### src/rtl/mer_pkg.sv
package mer_pkg;
  localparam int unsigned DATA_W = 32;
  localparam int unsigned NSRC   = 4;

  localparam int unsigned SRC_APB  = 0;
  localparam int unsigned SRC_PSN  = 1;
  localparam int unsigned SRC_BANK = 2;
  localparam int unsigned SRC_ECC  = 3;

  typedef enum logic [1:0] {
    RESP_OKAY   = 2'b00,
    RESP_SLVERR = 2'b10,
    RESP_DECERR = 2'b11
  } resp_e;

  localparam logic [NSRC-1:0] CTRL_RST = '1;
endpackage

### src/rtl/mer_resp.sv
module mer_resp
  import mer_pkg::*;
(
  input  logic            clk_i,
  input  logic            rst_ni,
  input  logic            mem_valid_i,
  input  logic            ecc_ue_i,
  input  logic            bank_off_i,
  input  logic            poison_i,
  input  logic [NSRC-1:0] en_i,
  output logic [1:0]      resp_o
);
  logic dec_hit, slv_hit;

  assign dec_hit = mem_valid_i & ((bank_off_i & en_i[SRC_BANK]) | (poison_i & en_i[SRC_PSN]));
  assign slv_hit = mem_valid_i & ecc_ue_i & en_i[SRC_ECC];

  always_comb begin
    if (dec_hit)      resp_o = RESP_DECERR;
    else if (slv_hit) resp_o = RESP_SLVERR;
    else              resp_o = RESP_OKAY;
  end

  assert_idle_okay_R6: assert property (@(posedge clk_i) disable iff (!rst_ni)
    !mem_valid_i |-> resp_o == RESP_OKAY);
  assert_legal_code_R6: assert property (@(posedge clk_i) disable iff (!rst_ni)
    resp_o != 2'b01);
  assert_prio_R6: assert property (@(posedge clk_i) disable iff (!rst_ni)
    (mem_valid_i && bank_off_i && en_i[SRC_BANK] && ecc_ue_i) |-> resp_o == RESP_DECERR);
endmodule

### src/rtl/mer_irq.sv
module mer_irq
  import mer_pkg::*;
(
  input  logic            clk_i,
  input  logic            rst_ni,
  input  logic [NSRC-1:0] evt_i,
  input  logic [NSRC-1:0] clr_i,
  input  logic [NSRC-1:0] mask_i,
  output logic [NSRC-1:0] stat_o,
  output logic            irq_o
);
  logic [NSRC-1:0] stat_q;

  for (genvar g = 0; g < NSRC; g++) begin : g_bit
    always_ff @(posedge clk_i or negedge rst_ni) begin
      if (!rst_ni)       stat_q[g] <= 1'b0;
      else if (evt_i[g]) stat_q[g] <= 1'b1;   // set beats clear
      else if (clr_i[g]) stat_q[g] <= 1'b0;
    end

    assert_set_R8: assert property (@(posedge clk_i) disable iff (!rst_ni)
      evt_i[g] |=> stat_q[g]);
    assert_sticky_R8: assert property (@(posedge clk_i) disable iff (!rst_ni)
      (stat_q[g] && !clr_i[g]) |=> stat_q[g]);
  end

  assign stat_o = stat_q;
  assign irq_o  = |(stat_q & mask_i);

  assert_irq_mask_R10: assert property (@(posedge clk_i) disable iff (!rst_ni)
    (mask_i == '0) |-> !irq_o);
endmodule

### src/rtl/mer_regs.sv
module mer_regs
  import mer_pkg::*;
#(
  parameter int unsigned ADDR_W = 12
) (
  input  logic              clk_i,
  input  logic              rst_ni,
  input  logic              psel_i,
  input  logic              penable_i,
  input  logic              pwrite_i,
  input  logic [ADDR_W-1:0] paddr_i,
  input  logic [DATA_W-1:0] pwdata_i,
  output logic [DATA_W-1:0] prdata_o,
  output logic              pready_o,
  output logic              pslverr_o,
  input  logic [NSRC-1:0]   stat_i,
  output logic [NSRC-1:0]   ctrl_o,
  output logic [NSRC-1:0]   mask_o,
  output logic [NSRC-1:0]   clr_o,
  output logic              bad_o
);
  localparam logic [ADDR_W-1:0] OFS_CTRL = ADDR_W'(0);
  localparam logic [ADDR_W-1:0] OFS_STAT = ADDR_W'(4);
  localparam logic [ADDR_W-1:0] OFS_MASK = ADDR_W'(8);

  logic access, wr, sel_ctrl, sel_stat, sel_mask;
  logic [NSRC-1:0] ctrl_q, mask_q, rd_bits;

  assign access   = psel_i & penable_i;
  assign wr       = access & pwrite_i;
  assign sel_ctrl = paddr_i == OFS_CTRL;
  assign sel_stat = paddr_i == OFS_STAT;
  assign sel_mask = paddr_i == OFS_MASK;
  assign bad_o    = access & ~(sel_ctrl | sel_stat | sel_mask);

  always_ff @(posedge clk_i or negedge rst_ni) begin
    if (!rst_ni) begin
      ctrl_q <= CTRL_RST;
      mask_q <= '0;
    end else if (wr) begin
      if (sel_ctrl) ctrl_q <= pwdata_i[NSRC-1:0];
      if (sel_mask) mask_q <= pwdata_i[NSRC-1:0];
    end
  end

  assign clr_o = (wr && sel_stat) ? pwdata_i[NSRC-1:0] : '0;

  always_comb begin
    rd_bits = '0;
    if (access && !pwrite_i) begin
      if (sel_ctrl)      rd_bits = ctrl_q;
      else if (sel_stat) rd_bits = stat_i;
      else if (sel_mask) rd_bits = mask_q;
    end
  end

  assign prdata_o  = {{(DATA_W-NSRC){1'b0}}, rd_bits};
  assign pready_o  = access;
  assign pslverr_o = bad_o & ctrl_q[SRC_APB];
  assign ctrl_o    = ctrl_q;
  assign mask_o    = mask_q;

  assert_err_phase_R11: assert property (@(posedge clk_i) disable iff (!rst_ni)
    pslverr_o |-> (psel_i && penable_i));
  assert_rsvd_zero_R2: assert property (@(posedge clk_i) disable iff (!rst_ni)
    prdata_o[DATA_W-1:NSRC] == '0);
  assert_bad_nowrite_R7: assert property (@(posedge clk_i) disable iff (!rst_ni)
    bad_o |=> ($stable(ctrl_q) && $stable(mask_q)));
endmodule

### src/rtl/mem_err_resp_ctrl.sv
module mem_err_resp_ctrl
  import mer_pkg::*;
#(
  parameter int unsigned ADDR_W = 12
) (
  input  logic              clk_i,
  input  logic              rst_ni,
  input  logic              psel_i,
  input  logic              penable_i,
  input  logic              pwrite_i,
  input  logic [ADDR_W-1:0] paddr_i,
  input  logic [31:0]       pwdata_i,
  output logic [31:0]       prdata_o,
  output logic              pready_o,
  output logic              pslverr_o,
  input  logic              mem_valid_i,
  input  logic              ecc_ue_i,
  input  logic              bank_off_i,
  input  logic              poison_i,
  output logic [1:0]        mem_resp_o,
  output logic              irq_o
);
  logic [NSRC-1:0] ctrl, mask, clr, stat, evt;
  logic            bad;

  mer_regs #(.ADDR_W(ADDR_W)) u_regs (
    .clk_i, .rst_ni, .psel_i, .penable_i, .pwrite_i, .paddr_i, .pwdata_i,
    .prdata_o, .pready_o, .pslverr_o,
    .stat_i(stat), .ctrl_o(ctrl), .mask_o(mask), .clr_o(clr), .bad_o(bad)
  );

  mer_resp u_resp (
    .clk_i, .rst_ni, .mem_valid_i, .ecc_ue_i, .bank_off_i, .poison_i,
    .en_i(ctrl), .resp_o(mem_resp_o)
  );

  always_comb begin
    evt           = '0;
    evt[SRC_ECC]  = mem_valid_i & ecc_ue_i;
    evt[SRC_BANK] = mem_valid_i & bank_off_i;
    evt[SRC_PSN]  = mem_valid_i & poison_i;
    evt[SRC_APB]  = bad;
  end

  mer_irq u_irq (
    .clk_i, .rst_ni, .evt_i(evt), .clr_i(clr), .mask_i(mask),
    .stat_o(stat), .irq_o
  );
endmodule

### config.mk
export PLATFORM = sky130hd
export DESIGN_NAME = mem_err_resp_ctrl
export DESIGN_NICKNAME = d
export VERILOG_FILES = /design/src/rtl/mer_pkg.sv /design/src/rtl/mer_resp.sv /design/src/rtl/mer_irq.sv /design/src/rtl/mer_regs.sv /design/src/rtl/mem_err_resp_ctrl.sv
export SDC_FILE = /design/constraint.sdc
export NUM_CORES = 1
export LEC_CHECK = 0
export CAP_MARGIN = 20
export CORE_MARGIN = 10
export CORE_UTILIZATION = 27
export CTS_CLUSTER_SIZE = 25
export DETAILED_ROUTE_END_ITERATION = 16
export GPL_TIMING_DRIVEN = 0
export PLACE_DENSITY = 0.76
export SLEW_MARGIN = 15
export SYNTH_ARGS = -nofsm -noshare
export SYNTH_HDL_FRONTEND = slang
export SYNTH_SLANG_ARGS = --single-unit
### constraint.sdc
create_clock -name clk_i -period 2.31 [get_ports clk_i]
set_input_delay 0.462 -clock clk_i [delete_from_list [all_inputs] [get_ports clk_i]]
set_output_delay 0.462 -clock clk_i [all_outputs]
set_load 0.005 [all_outputs]
; ---- After elaboration in Yosys (flattened, before gate mapping)
; Cells that the tools add are included.
[totals]
reg_bits = 12
in_bits = 53
output_inout_bits = 37
[classes]
n_eq_ne = 2
n_mux = 15
n_bitwise = 16
reduce_logical = 11
[op_table]
columns = operator, count
row1 = $mux W4, 5
row2 = $eq A12 B3 Y1 const B, 1
row3 = $eq A12 B4 Y1 const B, 1
row4 = $logic_not A12 Y1, 1
row5 = $and A1 B1 Y1, 11
row6 = $mux W1, 8
row7 = $reduce_bool A2 Y1, 4
row8 = $and A4 B4 Y4, 1
row9 = $mux W2, 2
row10 = $reduce_and A2 Y1, 2
row11 = $reduce_or A4 Y1, 1
row12 = $or A1 B1 Y1, 3
row13 = $logic_and A1 B1 Y1, 2
row14 = $logic_not A1 Y1, 1
row15 = $not A1 Y1, 1

; ---- Depth between registers and ports, before layout
; Gate-level depths: netlist of run 1.
[logic_depth]
ltp_word = 6
depth_mapped = 5

; ---- By module
; Synthesis of run 1 repeated with hierarchy kept, for this count alone.
[unflattened]
hier_cells = 106
hier_area_um2 = 1046.0
[by_module_without_submodules]
columns = module, n_inst, cells_per_inst, area_per_inst_um2, seq_area_each_um2
row1 = mer_regs, 1, 83, 824.5, 205.2
row2 = mer_irq, 1, 15, 165.2, 100.1
row3 = mer_resp, 1, 5, 37.5, 0.0
row4 = mem_err_resp_ctrl, 1, 3, 18.8, 0.0

; ---- Worst setup path before layout of run 1
; No wires, ideal clock.
[synth_timing]
path_type = input to output
startpoint = input paddr_i[7]
endpoint = output pslverr_o
arrival_ns = 1.833
required_ns = 1.848
slack_ns = 0.015
cell_stages = 4
path_cell_list = or4_4 > or4_4 > o21a_1 > and2_1
[synth_between]
elab_chain_cells = 6
elab_cells_between_ends = 8
[synth_lines]
columns = item, line_no
row1 = start: declaration, mem_err_resp_ctrl.sv:11  ; input logic [ADDR_W-1:0] paddr_i,
row2 = $eq A12 B3 Y1 / $logic_not A12 Y1 (equally long branches), "mer_regs.sv:32, mer_regs.sv:31"
row3 = $or A1 B1 Y1, mer_regs.sv:34  ; assign bad_o = access & ~(sel_ctrl | sel_stat | sel_mask);
row4 = $or A1 B1 Y1 (*), mer_regs.sv:34
row5 = $not A1 Y1 (*), mer_regs.sv:34
row6 = $and A1 B1 Y1 (*), mer_regs.sv:34
row7 = $and A1 B1 Y1 (*), mer_regs.sv:59  ; assign pslverr_o = bad_o & ctrl_q[SRC_APB];
row8 = end: declaration, mem_err_resp_ctrl.sv:15  ; output logic pslverr_o,
; Mark *: on every way between the ends. The rest lies on a longest branch, timed or not.

; ---- Worst setup path in the final report of run 1
[layout_timing]
startpoint = input paddr_i[5]
endpoint = output prdata_o[2]
[layout_between]
elab_chain_cells = 5
elab_cells_between_ends = 7
[layout_lines]
columns = item, line_no
row1 = $eq A12 B4 Y1, mer_regs.sv:33  ; assign sel_mask = paddr_i == OFS_MASK;
row2 = $mux W4, mer_regs.sv:53  ; else if (sel_mask) rd_bits = mask_q;
row3 = $mux W4, mer_regs.sv:52  ; else if (sel_stat) rd_bits = stat_i;
row4 = $mux W4 (*), mer_regs.sv:51  ; if (sel_ctrl) rd_bits = ctrl_q;
row5 = $mux W4 (*), mer_regs.sv:50  ; if (access && !pwrite_i) begin
row6 = end: declaration, mem_err_resp_ctrl.sv:13  ; output logic [31:0] prdata_o,
; Marks and branches as above.

==> out/summary.txt, run 1 <==
Synth cell count leaders -> 29 x buf_4, 10 x nand2_1, 8 x dfrtp_1, 8 x mux2_2, 6 x and2_1
Gpl congestion -> 0.8153
Placed wire-length estimate -> 2254 microns
Antenna violations before repair -> 0
Synthesis warning total -> 0
CTS tree -> yes
Synth Register Bits -> 12
PnR worst setup slack -> -0.2428 ns
Element type at the critical path end -> output pin
EDFF count, synth -> 0
TritonRoute pass-1 iters -> 3
Total grt overflow -> 0
WL final -> 2566 microns
Clock period minus worst slack -> 2.553 ns
Largest net degree at the start of global routing -> 13
IO Port Bufs -> 32
Diode count -> 0
Clock-pin transition on the worst setup and hold timing paths -> 0.07 ns
WL/cell -> 11.99 microns
Worst Path Arrival -> 2.09 ns
Fin cells -> 214
Multi-input gate area in the final layout -> 544.3 sq um
Clock latency on the worst-skew pair -> 0.26 ns
Final net count -> 222
Syn Area/Cell -> 9.584 sq um
Leak -> 0.7794 nW
P_sw -> 111.2 uW
Crit path kind -> in -> out
Post-DR vias/cell -> 3.921
Post-route ant nets -> 0
Pint -> 379.0 uW
Combinational power share -> 24.5%
Area leader, netlist -> buf_4
Final setup viols -> 5
Critical path required time -> 1.85 ns
Final Hold Viols -> 0
Synth top area cells -> buf_4 23%, dfrtp_1 21%, dfstp_2 11%
Switching portion of total power -> 22.69%
Vias in the first global route -> 824
Boundary pin count -> 90
Initial core utilization -> 28.28%
Fill cell total of the finished layout -> 338
Cell variety after synth -> 26
Std-Cell Rows -> 21
GR Util All Layers -> 7.604%
Power share of the sequential group -> 43.0%
Crit-path max FO -> 3
Die width -> 79.58 microns
Die Span Y -> 79.58 microns
Max cap viols -> 0
Core area -> 3390 sq um
Crit path launch type -> primary input
Cells after Synth -> 100
Vias -> 839
Failing checks -> setup timing
Placed cells -> 205
Clock power share -> 32.5%
Die area -> 6333 sq um
Layout cells sized above 1 -> 42.26%
Async SR Flop Fraction -> 100.0%
Top-count cell post-synth -> buf_4
Area Overhead vs Synth -> 57.44%
CTS Buf Count -> 3
Status -> finished with violations
Power Density -> 324.9 nW/um^2
Slew Limit Headroom -> 64.72%
Placed inst area -> 1438 sq um
Final period util -> 110.5%
Fin. max-slew vios -> 0
Setup Skew -> 0 ns
Reg area -> 305.3 sq um
Clock Path Buffers -> 2
Mapped Area -> 958.4 sq um
FMAX -> 391.7 MHz
Hold Crit Class -> in -> async
Worst IR Drop VDD -> 0.2097 mV
RSZ-0062 raised after global routing -> true
Root buffer cell -> clkbuf_4
First-pass GRT wire length -> 3905 microns
Cts hold-fix bufs -> 0
Share of the synthesized area in the top cell type -> 22.72%
DRC -> 0
CTS H-tree depth -> 1
DRT iter0 DRCs -> 46
Register area share after synthesis -> 31.85%
Power, Total -> 490.2 uW
Worst slew pin tran -> 0.5276 ns
Leading register cell type out of synthesis -> dfrtp_1
Fin area -> 1509 sq um
CTS sink count -> 12
## cells by family after synthesis
kind of cell / after synthesis / synth area share, %
other: 1 / 0.3913
multiplexers: 12 / 13.58
flip-flops: 12 / 31.85
AND/OR/NAND/NOR: 30 / 20.63
buffers and inverters: 32 / 23.89
AO/OA/AOI/OAI: 13 / 9.662
## repair_timing
action | in CTS | in global routing
gates resized for setup | 48 | 5
setup endpoints to repair | 5 | 7
pin swaps | 9 | 5
buffers inserted | 5 | 1
## final cells by class
type,count,share of cell area [%]
Timing Repair Buffer,37,22.31
Sequential cell,12,20.23
Multi-Input combinational cell,83,36.07
Inverter,2,0.4975
Buffer,30,14.68
Clock buffer,4,2.405
Tap cell,46,3.814
## stage by stage
stage | TNS, ns | hold slack [ns] | util, % | setup slack, ns
floorplan | 0 | 0.1664 | - | 0.01467
global placement | -6.138 | 0.5044 | 42.41 | -0.9701
detailed placement | -6.083 | 0.5126 | 42.41 | -0.9922
CTS | -0.9819 | 0.5327 | 43.74 | -0.2472
global route | -1.177 | 0.5661 | 44.52 | -0.2912
finish | -0.9708 | 0.5372 | 44.52 | -0.2428
## layout by cell type (no fill, tap or decap), types with 6 or more instances in the layout
master,Yosys,layout
buf_4,29,34
dfrtp_1,8,8
buf_2,0,6
nand2_1,10,10
conb_1,1,28
mux2_2,8,8
clkdlybuf4s50_1,0,17
## routing by layer
layer | up-vias | part of all wire [%] | wire, microns | global-route usage, %
li1 | 436 | - | - | -
met4 | 0 | 0 | 0 | 1.254
met2 | 27 | 56 | 1437 | 14.32
met3 | 0 | 10 | 260 | 4.279
met5 | - | 0 | 0 | 0
met1 | 376 | 34 | 868 | 7.028
## sequential cells by signal, indices dropped and copies added, names as in the netlist
signal / count
u_irq.stat_o: 4
u_regs.ctrl_o: 4
u_regs.mask_o: 4
## power groups by stage
stage	sequential, mW	combinational [mW]	clock [mW]
final	0.211	0.120	0.159
after global routing	0.211	0.132	0.181
after CTS	0.211	0.114	0.164
after detailed placement	0.215	0.116	0
after global placement	0.215	0.114	0
after floorplan	0.215	0.0603	0
## worst max-delay path, cell delays in order
cell,delay (ns)
buf_6,0.09
or4_4,0.53
or4_4,0.52
nor3_4,0.14
buf_4,0.13
and2_4,0.13
buf_6,0.09
## path summary, 6_finish.rpt
check | to | depth (start not counted) | slack (ns) | from
min in group clk_i | u_regs.mask_o[0]$_DFFE_PN0P_ | 1 | 0.54 | u_regs.mask_o[0]$_DFFE_PN0P_
max in group asynchronous | u_regs.ctrl_o[1]$_DFFE_PN1P_ | 1 | 1.40 | rst_ni
min reg2reg | u_regs.mask_o[0]$_DFFE_PN0P_ | 1 | 0.54 | u_regs.mask_o[0]$_DFFE_PN0P_
min | u_irq.stat_o[3]$_DFFE_PN0P_ | 1 | 0.54 | rst_ni
max reg2reg | u_regs.mask_o[3]$_DFFE_PN0P_ | 1 | 1.53 | u_regs.mask_o[3]$_DFFE_PN0P_
max | prdata_o[2] | 7 | -0.24 | paddr_i[5]
(Power assumes the default switching activity.)
==> run 2, diff against run 1 <==
Settings changed: CORE_UTILIZATION 27 to 29, DONT_BUFFER_PORTS from default to 1, PLACE_DENSITY 0.76 to default.
==> run 2 against run 1 <==
Net effect:
- the flow still finishes with violations (setup timing)
- total power shrank 8.0%
- register-to-register slack lost 0.02 ns
- utilization fell by 5.9 points
- worst hold slack got worse by 0.52 ns
- critical path depth shrank 3
- count of clock-buffer cells in the layout stayed put
- setup slack gained 0.19 ns
- design area shrank 21%
- die area fell by 5.2%
- highest routed layer is now met4
==> out/summary.txt, run 2 (synthesis gave the netlist of run 1 again) <==
PnR worst setup slack -> -0.05129 ns (+0.1915 ns)
Fin. max-slew vios -> 0 (unchanged)
Top sig layer -> met4
Root buffer cell -> clkbuf_4
Die width -> 77.49 microns (-2.6%)
DRT iter0 DRCs -> 26 (-43%)
Power, Total -> 450.9 uW (-8.0%)
Critical path startpoint -> paddr_i[7]
Most common cell after layout, fill and taps aside -> buf_4
Power Density -> 376.6 nW/um^2 (+16%)
GR Util All Layers -> 7.757% (+0.15 points)
DRC -> 0 (unchanged)
Placed cells -> 171 (-17%)
Reg2reg end -> u_regs.mask_o[1]$_DFFE_PN0P_
TritonRoute pass-1 iters -> 4 (+1)
Clock Path Buffers -> 2 (unchanged)
Boundary pin count -> 90 (unchanged)
Element type at the critical path end -> output pin
CTS Buf Count -> 3 (unchanged)
Fin cells -> 178 (-17%)
Largest net degree at the start of global routing -> 10 (-3)
R2R depth -> 1 (unchanged)
Final net count -> 188 (-15%)
FMAX -> 423.5 MHz (+8.1%)
Clock-pin transition on the worst setup and hold timing paths -> 0.07 ns (about the same)
Met2 wire length -> 1193 microns (-17%)
RSZ-0062 raised after global routing -> true
Post-route ant nets -> 0 (unchanged)
Area Overhead vs Synth -> 24.93%
Hold Crit Class -> in -> async
Crit path launch type -> primary input
Max cap viols -> 0 (unchanged)
Initial core utilization -> 30.89% (+2.6 points)
Worst r2r src -> u_regs.mask_o[1]$_DFFE_PN0P_
Gpl congestion -> 0.7857 (-3.6%)
Setup Skew -> 0 ns (unchanged)
Total grt overflow -> 0 (unchanged)
Std-Cell Rows -> 20 (-4.8%)
Core area -> 3103 sq um (-8.5%)
Worst IR Drop VDD -> 0.2643 mV (+26%)
Status -> finished with violations
CTS tree -> yes
Clock latency on the worst-skew pair -> 0.27 ns (about the same)
Die area -> 6005 sq um (-5.2%)
Post-DR vias/cell -> 4.129 (+5.3%)
Vias -> 735 (-12%)
Layout cells sized above 1 -> 43.28% (+1.0 points)
WL/cell -> 13.65 microns (+14%)
Final period util -> 102.2% (-8.3 points)
Utilization after layout -> 38.59% (-5.9 points)
Diode count -> 0 (unchanged)
Clock period minus worst slack -> 2.361 ns (-0.1915 ns)
DR WL met3 -> 351 microns (+35%)
Crit-path max FO -> 4 (+1)
Final setup viols -> 5 (unchanged)
Antenna violations before repair -> 0 (unchanged)
Dpl ws -> -0.07617 ns (+0.9160 ns)
IO Port Bufs -> 0 (-100%)
Failing checks -> setup timing
Die Span Y -> 77.49 microns (-2.6%)
First-pass GRT wire length -> 3815 microns (-2.3%)
Final Hold Viols -> 0 (unchanged)
Min Hold Slack -> 0.02157 ns (-0.5156 ns)
Leak -> 0.6041 nW (-22%)
Crit path kind -> in -> out
CTS H-tree depth -> 1 (unchanged)
Worst Path Arrival -> 1.90 ns (-0.19 ns)
Reg2Reg Setup Slack -> 1.51 ns (-0.02 ns)
CTS sink count -> 12 (unchanged)
Wl on met1 -> 857 microns (-1.3%)
Vias in the first global route -> 739 (-10%)
Most frequent cells in the layout -> 30 x buf_4, 28 x conb_1, 10 x nand2_1
Critical path required time -> 1.85 ns (about the same)
WL final -> 2429 microns (-5.3%)
[run 2: changes by cell type in the layout (fill, tap and decap cells not counted), sizes merged]
cell	change
dlygate4sd3	+2
clkdlybuf4s15	-2
clkdlybuf4s50	-17
dlygate4sd2	-1
buf	-14
dlymetal6s2s	-2
[run 2: per-stage QoR]
stage | setup TNS (ns) | cell area (sq um)
global placement | -0.3551 | 1115
global route | -0.4762 | 1197
detailed placement | -0.3276 | 1115
floorplan | 0 | 1060
finish | -0.2257 | 1197
CTS | -0.2956 | 1187
[run 2: per-layer routing]
layer / vias up / track usage, %
met4: 0 / 2.737
met3: 3 / 4.954
met1: 332 / 7.687
li1: 361 / -
met2: 39 / 12.96
met5: - / 0
[run 2: worst max-delay path by stage]
stage | end | slack [ns]
2_1_floorplan | pslverr_o | 0.01
3_3_place_gp | prdata_o[1] | -0.08
3_5_place_dp | prdata_o[2] | -0.08
4_1_cts | prdata_o[2] | -0.07
5_1_grt | prdata_o[2] | -0.11
6_report | prdata_o[2] | -0.05
[run 2: worst max-delay path, cell delays in order]
cell    delay (ns)
or4_4         0.51
or4_4         0.51
nor3_4        0.22
and2_4        0.19
[run 2: report_power, final]
group | switching, mW | internal, mW
registers | 0.000143 | 0.211
logic | 0.0324 | 0.0413
clock network | 0.0706 | 0.0960
total | 0.103 | 0.348
[run 2: cell type report]
type                    instances  area, sq um
fillers                       323         1906
multi-input cells              83        544.3
flip-flops and latches         12        305.3
plain buffers                  30        221.5
well taps                      44        55.05
clock buffers                   4        36.28
repair buffers                  3        27.53
inverters                       2        7.507
[run 2: repair_timing]
item / 4_1_cts / 5_1_grt
setup buffers: 1 / 0
gates cloned: 0 / 0
endpoints found under the hold margin: 8 / 1
hold buffers: 1 / 1
endpoints found under the setup margin: 5 / 5
gates resized for setup: 6 / 0
